==> config.mk <==
export PLATFORM = sky130hd
export DESIGN_NAME = adc_outreg
export DESIGN_NICKNAME = d
export VERILOG_FILES = /design/src/rtl/adc_outreg_pkg.sv /design/src/rtl/adc_outreg_edge_sync.sv /design/src/rtl/adc_outreg_shifter.sv /design/src/rtl/adc_outreg_hold.sv /design/src/rtl/adc_outreg.sv
export SDC_FILE = /design/constraint.sdc
export NUM_CORES = 1
export LEC_CHECK = 0
export BUFFER_PORTS_ARGS = -buffer_cell sky130_fd_sc_hd__buf_2
export CAP_MARGIN = 20
export CORE_MARGIN = 4
export CORE_UTILIZATION = 40
export DETAILED_ROUTE_END_ITERATION = 6
export GPL_ROUTABILITY_DRIVEN = 0
export PLACE_DENSITY = 0.62
export RECOVER_POWER = 100
export SLEW_MARGIN = 10
export SYNTH_ARGS = -nofsm -noshare
export SYNTH_HDL_FRONTEND = slang
export SYNTH_SLANG_ARGS = --single-unit
==> constraint.sdc <==
create_clock -name clk -period 1.2 [get_ports clk]
set_clock_uncertainty 0.05 [all_clocks]
set_input_delay 0.06 -clock clk [delete_from_list [all_inputs] [get_ports clk]]
set_output_delay 0.06 -clock clk [all_outputs]
set_load 0.02 [all_outputs]
==> src/rtl/adc_outreg_pkg.sv <==
package adc_outreg_pkg;
  // Frame length from the result width and the count of leading zero bits.
  function automatic int frame_len(input int res_w, input int lead_w);
    return res_w + lead_w;
  endfunction

  // Counter width that can hold every value from 0 up to the frame length.
  function automatic int cnt_width(input int res_w, input int lead_w);
    return $clog2(res_w + lead_w + 1);
  endfunction
endpackage

==> src/rtl/adc_outreg_edge_sync.sv <==
module adc_outreg_edge_sync #(
  parameter int   STAGES  = 2,
  parameter logic RST_VAL = 1'b0
) (
  input  logic clk,
  input  logic rst_n,
  input  logic async_in,
  output logic level_o,
  output logic prev_o
);
  logic [STAGES-1:0] chain_q;
  logic [STAGES-1:0] chain_d;
  logic              prev_q;

  generate
    if (STAGES == 1) begin : g_one
      always_comb chain_d = async_in;
    end else begin : g_many
      always_comb chain_d = {chain_q[STAGES-2:0], async_in};
    end
  endgenerate

  always_ff @(posedge clk or negedge rst_n) begin
    if (!rst_n) begin
      chain_q <= {STAGES{RST_VAL}};
      prev_q  <= RST_VAL;
    end else begin
      chain_q <= chain_d;
      prev_q  <= chain_q[STAGES-1];
    end
  end

  assign level_o = chain_q[STAGES-1];
  assign prev_o  = prev_q;
endmodule

==> src/rtl/adc_outreg_shifter.sv <==
module adc_outreg_shifter
  import adc_outreg_pkg::*;
#(
  parameter int RES_W  = 12,
  parameter int LEAD_W = 4,
  localparam int FRAME = frame_len(RES_W, LEAD_W),
  localparam int CNT_W = cnt_width(RES_W, LEAD_W)
) (
  input  logic             clk,
  input  logic             rst_n,
  input  logic             rise_ev,
  input  logic             fall_ev,
  input  logic             frame_rst,
  input  logic [RES_W-1:0] word_i,
  output logic             sdata_o,
  output logic             oe_o,
  output logic             busy_o,
  output logic             done_o,
  output logic [CNT_W-1:0] cnt_o
);
  localparam logic [CNT_W-1:0] LAST = CNT_W'(FRAME);

  logic [CNT_W-1:0] cnt_q, cnt_d, idx;
  logic             oe_q, oe_d, bit_q, bit_d, busy_q, busy_d, ovr_q, ovr_d;
  logic [RES_W-1:0] shifted;
  logic             frame_bit;
  logic             last_fall;

  // Bit at position idx: a zero in the lead-in, otherwise the result MSB first.
  always_comb begin
    shifted = word_i << (int'(idx) - LEAD_W);
    if (int'(idx) < LEAD_W) frame_bit = 1'b0;
    else                    frame_bit = shifted[RES_W-1];
  end

  assign last_fall = fall_ev && busy_q && (cnt_q == LAST);

  always_comb begin
    cnt_d  = cnt_q;
    oe_d   = oe_q;
    bit_d  = bit_q;
    busy_d = busy_q;
    ovr_d  = ovr_q;
    idx    = '0;
    if (frame_rst) begin
      cnt_d  = '0;
      oe_d   = 1'b0;
      bit_d  = 1'b0;
      busy_d = 1'b0;
      ovr_d  = 1'b0;
    end else if (rise_ev) begin
      if (cnt_q == LAST) begin
        idx   = '0;
        ovr_d = 1'b1;
      end else begin
        idx = cnt_q;
      end
      cnt_d  = idx + CNT_W'(1);
      oe_d   = 1'b1;
      busy_d = 1'b1;
      bit_d  = frame_bit;
    end else if (last_fall) begin
      busy_d = 1'b0;
      if (!ovr_q) begin
        oe_d  = 1'b0;
        bit_d = 1'b0;
      end
    end
  end

  always_ff @(posedge clk or negedge rst_n) begin
    if (!rst_n) begin
      cnt_q  <= '0;
      oe_q   <= 1'b0;
      bit_q  <= 1'b0;
      busy_q <= 1'b0;
      ovr_q  <= 1'b0;
    end else begin
      cnt_q  <= cnt_d;
      oe_q   <= oe_d;
      bit_q  <= bit_d;
      busy_q <= busy_d;
      ovr_q  <= ovr_d;
    end
  end

  assign sdata_o = bit_q;
  assign oe_o    = oe_q;
  assign busy_o  = busy_q;
  assign done_o  = last_fall && !frame_rst;
  assign cnt_o   = cnt_q;
endmodule

==> src/rtl/adc_outreg_hold.sv <==
module adc_outreg_hold #(
  parameter int RES_W = 12
) (
  input  logic             clk,
  input  logic             rst_n,
  input  logic             strobe_i,
  input  logic [RES_W-1:0] data_i,
  input  logic             busy_i,
  input  logic             done_i,
  input  logic             start_ev,
  output logic [RES_W-1:0] word_o
);
  logic [RES_W-1:0] word_q, word_d, pend_q, pend_d;
  logic             pv_q, pv_d;
  logic             read_open;

  // A frame is open if it is busy and neither finishing nor being reset now.
  assign read_open = busy_i && !done_i && !start_ev;

  always_comb begin
    word_d = word_q;
    pend_d = pend_q;
    pv_d   = pv_q;
    if (strobe_i) begin
      if (read_open) begin
        pend_d = data_i;
        pv_d   = 1'b1;
      end else begin
        word_d = data_i;
        pv_d   = 1'b0;
      end
    end else if ((done_i || start_ev) && pv_q) begin
      word_d = pend_q;
      pv_d   = 1'b0;
    end
  end

  always_ff @(posedge clk or negedge rst_n) begin
    if (!rst_n) begin
      word_q <= '0;
      pend_q <= '0;
      pv_q   <= 1'b0;
    end else begin
      word_q <= word_d;
      pend_q <= pend_d;
      pv_q   <= pv_d;
    end
  end

  assign word_o = word_q;
endmodule

==> src/rtl/adc_outreg.sv <==
module adc_outreg
  import adc_outreg_pkg::*;
#(
  parameter int RES_W       = 12,
  parameter int LEAD_W      = 4,
  parameter int SYNC_STAGES = 2,
  localparam int CNT_W      = cnt_width(RES_W, LEAD_W)
) (
  input  logic             clk,
  input  logic             rst_n,
  input  logic             sclk_in,
  input  logic             start_n_in,
  input  logic             result_valid,
  input  logic [RES_W-1:0] result_data,
  output logic             sdata_out,
  output logic             sdata_oe
);
  logic [1:0]       rst_pipe_q;
  logic             rst_ni;
  logic             sclk_lvl, sclk_prev, st_lvl, st_prev;
  logic             rise_ev, fall_ev, cs_ev;
  logic             busy, done;
  logic [CNT_W-1:0] cnt;
  logic [RES_W-1:0] word;

  // Reset asserts at once and releases two clocks later.
  always_ff @(posedge clk or negedge rst_n) begin
    if (!rst_n) rst_pipe_q <= '0;
    else        rst_pipe_q <= {rst_pipe_q[0], 1'b1};
  end
  assign rst_ni = rst_pipe_q[1];

  adc_outreg_edge_sync #(.STAGES(SYNC_STAGES), .RST_VAL(1'b0)) u_sclk_sync (
    .clk(clk), .rst_n(rst_ni), .async_in(sclk_in),
    .level_o(sclk_lvl), .prev_o(sclk_prev));

  adc_outreg_edge_sync #(.STAGES(SYNC_STAGES), .RST_VAL(1'b1)) u_start_sync (
    .clk(clk), .rst_n(rst_ni), .async_in(start_n_in),
    .level_o(st_lvl), .prev_o(st_prev));

  assign rise_ev = sclk_lvl && !sclk_prev;
  assign fall_ev = !sclk_lvl && sclk_prev;
  assign cs_ev   = !st_lvl && st_prev && !sclk_lvl;

  adc_outreg_shifter #(.RES_W(RES_W), .LEAD_W(LEAD_W)) u_shift (
    .clk(clk), .rst_n(rst_ni), .rise_ev(rise_ev), .fall_ev(fall_ev),
    .frame_rst(cs_ev), .word_i(word), .sdata_o(sdata_out), .oe_o(sdata_oe),
    .busy_o(busy), .done_o(done), .cnt_o(cnt));

  adc_outreg_hold #(.RES_W(RES_W)) u_hold (
    .clk(clk), .rst_n(rst_ni), .strobe_i(result_valid), .data_i(result_data),
    .busy_i(busy), .done_i(done), .start_ev(cs_ev), .word_o(word));
endmodule

; ---- After elaboration in Yosys (flattened, before gate mapping)
; Index checks and enable logic that the tools add are counted.
[word_totals]
ff_bits = 42
out_inout_bits = 2
inputBits = 17
elab_cells = 70
[classes]
eq_ne = 3
muxes = 26
n_reduce_logical = 24
n_shift = 1
order_cmp = 1
n_addsub = 2
[op_table]
columns = operator, n
row1 = $mux 12, 3
row2 = $mux 5, 7
row3 = $shl 12x32->12, 1
row4 = $mux 1, 16
row5 = $logic_and 1x1->1, 10
row6 = $reduce_and 2->1, 4
row7 = $reduce_bool 2->1, 3
row8 = $sub 5x3->6 const B, 1
row9 = $add 5x1->5 const B, 1
row10 = $eq 5x5->1 const B, 1
row11 = $logic_not 1->1, 5
row12 = $lt 5x3->1 const B, 1
row13 = $ne 3x3->1 const B, 1
row14 = $reduce_bool 3->1, 1
row15 = $ne 2x2->1 const B, 1
row16 = $logic_or 1x1->1, 1

; ---- Depth between registers and ports, before layout
[depth]
depth_word = 11
ltp_mapped = 8
depth_no_buf = 7

; ---- By module
; From an unflattened synthesis, not the netlist that was laid out.
[hier_totals]
hier_cells = 157
area_unflattened_um2 = 1994.4
[modules_own_cells]
columns = mod, n_inst, seq_area_each_um2, cells_each, area_per_inst_um2
row1 = adc_outreg_hold, 1, 625.6, 74, 1087.3
row2 = adc_outreg_shifter, 1, 225.2, 71, 671.9
row3 = adc_outreg, 1, 50.0, 6, 81.3
row4 = adc_outreg_edge_sync at u_start_sync, 1, 78.8, 3, 78.8
row5 = adc_outreg_edge_sync at u_sclk_sync, 1, 75.1, 3, 75.1

; ---- Worst setup path after synthesis
; No wires, ideal clock.
[synth_path]
path_type = flip-flop to flip-flop
start = reg u_sclk_sync.chain_q[1]
end = reg u_shift.bit_q (netlist: u_shift.sdata_o)
required_time_ns = 1.040
synth_period_minus_slack_ns = 2.075
path_stages_with_launch = 9
path_slack_ns = -0.875
t_arrival_ns = 1.915
setup_ns = 0.110
path_cell_list = dfrtp_1 nor2b_1 clkbuf_1 nand2_1 ha_1 ha_1 nor3b_1 o211ai_1 o41ai_1
[synth_via]
elab_chain_len = 8
elab_cells_between_ends = 17
cone_classes = add/sub (1) / order compare (1) / eq/ne (1) / shift (1) / mux (5) / reduce/logical (8)
[synth_lines]
columns = item, line
row1 = from (decl), adc_outreg_edge_sync.sv:11  ; logic [STAGES-1:0] chain_q;
row2 = from (signal assigned), adc_outreg_edge_sync.sv:25  ; chain_q <= {STAGES{RST_VAL}};
row3 = from (signal assigned), adc_outreg_edge_sync.sv:28  ; chain_q <= chain_d;
row4 = $logic_and 1x1->1 / $logic_not 1->1 (equally long branches), "adc_outreg.sv:41, adc_outreg.sv:42, adc_outreg.sv:43"
row5 = $mux 5 / $logic_and 1x1->1 (equally long branches), "adc_outreg_shifter.sv:51, adc_outreg.sv:43"
row6 = $mux 5, adc_outreg_shifter.sv:45  ; if (frame_rst) begin
row7 = $sub 5x3->6, adc_outreg_shifter.sv:31  ; shifted = word_i << (int'(idx) - LEAD_W);
row8 = $shl 12x32->12, adc_outreg_shifter.sv:31
row9 = $mux 1, adc_outreg_shifter.sv:32  ; if (int'(idx) < LEAD_W) frame_bit = 1'b0;
row10 = $mux 1, adc_outreg_shifter.sv:51  ; end else if (rise_ev) begin
row11 = $mux 1, adc_outreg_shifter.sv:45
row12 = to (signal assigned), adc_outreg_shifter.sv:81  ; bit_q <= bit_d;
row13 = to (decl), adc_outreg_shifter.sv:24  ; logic oe_q, oe_d, bit_q, bit_d, busy_q, busy_d, ovr_q, ovr_d;
; Several ways; a longest one is shown, not always the timed one.
; A chain may end at the register's enable or synchronous reset.

; ---- Final worst setup path
[layout_path]
start = reg u_sclk_sync.prev_q (netlist: u_sclk_sync.prev_o)
end = reg u_shift.bit_q (netlist: u_shift.sdata_o)
[layout_via]
elab_chain_len = 9
elab_cells_between_ends = 16
cone_classes = add/sub (1) / order compare (1) / eq/ne (1) / shift (1) / mux (5) / reduce/logical (7)
[layout_lines]
columns = item, line
row1 = from (decl), adc_outreg_edge_sync.sv:13  ; logic prev_q;
row2 = from (signal assigned), adc_outreg_edge_sync.sv:29  ; prev_q <= chain_q[STAGES-1];
row3 = $logic_not 1->1, adc_outreg.sv:41  ; assign rise_ev = sclk_lvl && !sclk_prev;
row4 = $logic_and 1x1->1, adc_outreg.sv:41
row5 = $mux 5, adc_outreg_shifter.sv:51
row6 = $mux 5, adc_outreg_shifter.sv:45
row7 = $sub 5x3->6, adc_outreg_shifter.sv:31
row8 = $shl 12x32->12, adc_outreg_shifter.sv:31
row9 = $mux 1, adc_outreg_shifter.sv:32
row10 = $mux 1, adc_outreg_shifter.sv:51
row11 = $mux 1, adc_outreg_shifter.sv:45
; Several ways; a longest one is shown, not always the timed one.

==> flow_metrics.py <==
metrics = {
    "clock_network": {
        "clk_pin_slew_ns": 0.08,
        "clock_path_buffers": 2,
        "cts_root_buffer": "clkbuf_8",
        "htreeDepth": 2,
        "cts_buffers": 5,
        "cts_num_sinks": 42,
        "cts_tree": "yes",
        "clkLatencyLatePin_ns": 0.30,
    },
    "die": {
        "core_area_um2": 4750,
        "die_area_um2": 6140,
        "io_pins": 19,
        "start_util_pct": 41.7,
        "dieWidth_um": 78.4,
        "num_rows": 25,
        "die_y_um": 78.4,
    },
    "sta": {
        "finalSetupTns_ns": -14.36,
        "fmax_ghz": 0.543,
        "finalHoldViolCount": 0,
        "rsz0062_at_grt": "yes",
        "slew_viol_final": 0,
        "setup_ws_ns": -0.641,
        "finalCriticalPeriod_ns": 1.84,
        "setup_viol": 34,
        "hold_slack_ns": 0.0221,
        "fin_crit_sh_pct": 153,
    },
    "layout": {
        "diodes": 0,
        "finalNonFillerCells": 312,
        "syn_to_final_growth_pct": 38.3,
        "drive_gt1_share_pct": 31.0,
        "final_core_utilization_pct": 57.6,
        "n_fill_cell": 415,
        "fin_nets": 264,
    },
    "yosys": {
        "syn_inst": 184,
        "synthTopCellsByArea": "dfrtp_1 49%, inv_1 7.4%, mux2i_1 6.6%",
        "ys_async_sr_fraction_pct": 100,
        "netlist_area_um2": 1980,
        "synth.avg_cell_area_um2": 10.8,
        "synth_edf_count": 0,
        "synthTopCellsByCount": "39 x dfrtp_1, 39 x inv_1, 13 x mux2i_1, 13 x nand2_1, 12 x a222oi_1",
        "synth-main-ff-cell": "dfrtp_1",
        "synth_nets": 204,
        "seq_area_frac_synth_pct": 53.2,
        "ys_warn_count": 0,
        "ys_types": 38,
        "synth.ff_latch_count": 42,
        "synth_top_area_share_pct": 49.2,
        "yosysTopAreaCell": "dfrtp_1",
    },
    "grt": {
        "grt_pass1_wl_um": 7790,
        "grt_max_degree": 23,
        "grt_overflow_total": 0,
        "track_usage_pct": 16.1,
        "antenna_found_initial": 0,
        "grt_pass1_vias": 1693,
    },
    "routing": {
        "drtPass1Iterations": 5,
        "wl_um": 4430,
        "ant_nets": 0,
        "drt_iter0_markers": 131,
        "vias": 1574,
        "drcViolationCount": 0,
        "wl_per_cell_um": 14.2,
        "vias_per_cell": 5.04,
    },
    "setup_path": {
        "crit_family": "adder cells",
        "critical_path.cell_chain": "nor2b_1 -> buf_4 -> nand2_4 -> ha_4 -> ha_4 -> nor3b_2 -> o211ai_1 -> o41ai_1",
        "start_kind": "flip-flop",
        "critical_path_class": "flip-flop to flip-flop",
        "cp.arrival_ns": 1.99,
        "slowest_stage": "dfrtp_1",
        "crit_required_ns": 1.34,
        "r2r_cells": 8,
        "cp_max_fo": 5,
        "timing.reg2reg.setup_slack_ns": -0.64,
        "cp_common_cell": "ha_4",
        "slowest_delay_ns": 0.39,
        "worst-path-stages": 8,
        "crit_buf_inv": 1,
        "cp-end-kind": "flip-flop",
    },
    "pwr": {
        "p_leak_nw": 1.38,
        "irDropWorstVdd_mv": 0.812,
        "total_power_mw": 4.06,
        "p_per_area_nw_per_um2": 1480,
    },
    "worst_hold_path": {
        "hold_class": "input port to async pin",
    },
    "status": {
        "violations": "negative setup slack",
        "outcome": "complete, but fails checks",
    },
    "placed_design": {
        "io_buffers": 18,
        "dpl.hpwl_um": 2870,
        "dp_cells": 285,
    },
    "flow_run": {
        "max_cap_violations": 0,
    },
}
==> cell type report <==
type	count	area, um2	area share, %
Inverter	39	146	5.34
Sequential cell	42	1060	38.5
Multi-Input combinational cell	95	851	31.1
Timing Repair Buffer	61	489	17.9
Clock inverter	3	45.0	1.64
Tap cell	67	83.8	3.06
Clock buffer	5	68.8	2.51
==> final timing paths <==
kind,from,endpoint
worst min-delay path,rst_n,rst_pipe_q[0]
max in group asynchronous,rst_pipe_q[1],u_hold.word_o[9]
min in group clk,result_valid,u_hold.pv_q
worst max-delay path,u_sclk_sync.prev_o,u_shift.sdata_o
worst min register to register,rst_pipe_q[1],u_sclk_sync.chain_q[0]
worst max register to register,u_sclk_sync.prev_o,u_shift.sdata_o
==> power breakdown <==
group | total, mW | internal (mW) | switching (mW)
Clock | 1.13 | 0.619 | 0.510
Combinational | 1.12 | 0.567 | 0.549
Sequential | 1.82 | 1.69 | 0.131
Total | 4.06 | 2.87 | 1.19
==> registers in the layout, summed over array words and instances (netlist names) <==
signal	flops
u_hold.word_o	12
u_hold.pv_q	1
rst_pipe_q	2
u_shift.cnt_o	5
u_shift.sdata_o	1
u_shift.oe_o	1
u_shift.ovr_q	1
u_shift.busy_o	1
u_hold.pend_q	12
u_sclk_sync.prev_o	1
u_start_sync.prev_o	1
u_start_sync.chain_q	2
u_sclk_sync.chain_q	2
==> what timing repair did <==
item,CTS,global route
setup endpoints to repair,34,34
gates cloned,3,0
resized for setup,21,7
setup buffers,1,1
endpoints found under the hold margin,25,0
hold buffers,15,0
pin swaps,7,8
==> layout by cell type (no fill, tap or decap), types with 3 or more instances in the layout <==
master,Yosys,final
dlygate4sd3_1,0,15
mux2i_1,13,13
dfstp_2,3,3
nand2_1,13,10
clkbuf_8,0,5
dfrtp_1,39,38
inv_1,39,38
a222oi_1,12,12
buf_4,1,21
o211ai_1,3,3
buf_2,4,17
buf_6,2,4
nor2_1,7,6
o21ai_0,6,3
o21ai_1,0,3
ha_4,0,3
a21oi_1,5,4
==> metrics by stage <==
stage	cell area, um2	worst slack [ns]
after floorplan	2030	-0.658
after global placement	2330	-0.689
after detailed placement	2330	-0.724
after CTS	2730	-0.658
after global routing	2740	-0.750
final	2740	-0.641
==> worst register-to-register path: stages (launching register included) <==
cell and delay [ns]:
dfrtp_1 0.39, nor2b_1 0.11, buf_4 0.17, nand2_4 0.06, ha_4 0.16, ha_4 0.25, nor3b_2 0.14, o211ai_1 0.10
o41ai_1 0.30
==> kinds of logic (layout without fill, tap and decap cells) <==
family / Yosys count / in the layout / synth area share (%)
flip-flops: 42 / 42 / 53.2
adder cells (fa/ha/maj): 3 / 3 / 1.89
AO/OA/AOI/OAI: 37 / 38 / 15.3
other: 1 / 1 / 0.189
AND/OR/NAND/NOR: 36 / 37 / 10.2
buffers and inverters: 49 / 108 / 10.5
XOR/XNOR: 2 / 2 / 0.884
multiplexers: 14 / 14 / 7.89
==> metal layers <==
layer | share of wire [%] | GRT usage [%] | vias to the layer above | routed length [um]
li1 | - | - | 756 | -
met2 | 50 | 27.3 | 37 | 2210
met5 | 0 | 0 | - | 0
met4 | 3.0 | 7.87 | 0 | 133
met3 | 3.5 | 3.10 | 16 | 154
met1 | 44 | 19.7 | 765 | 1930
Power figures use the tool's default switching activity.
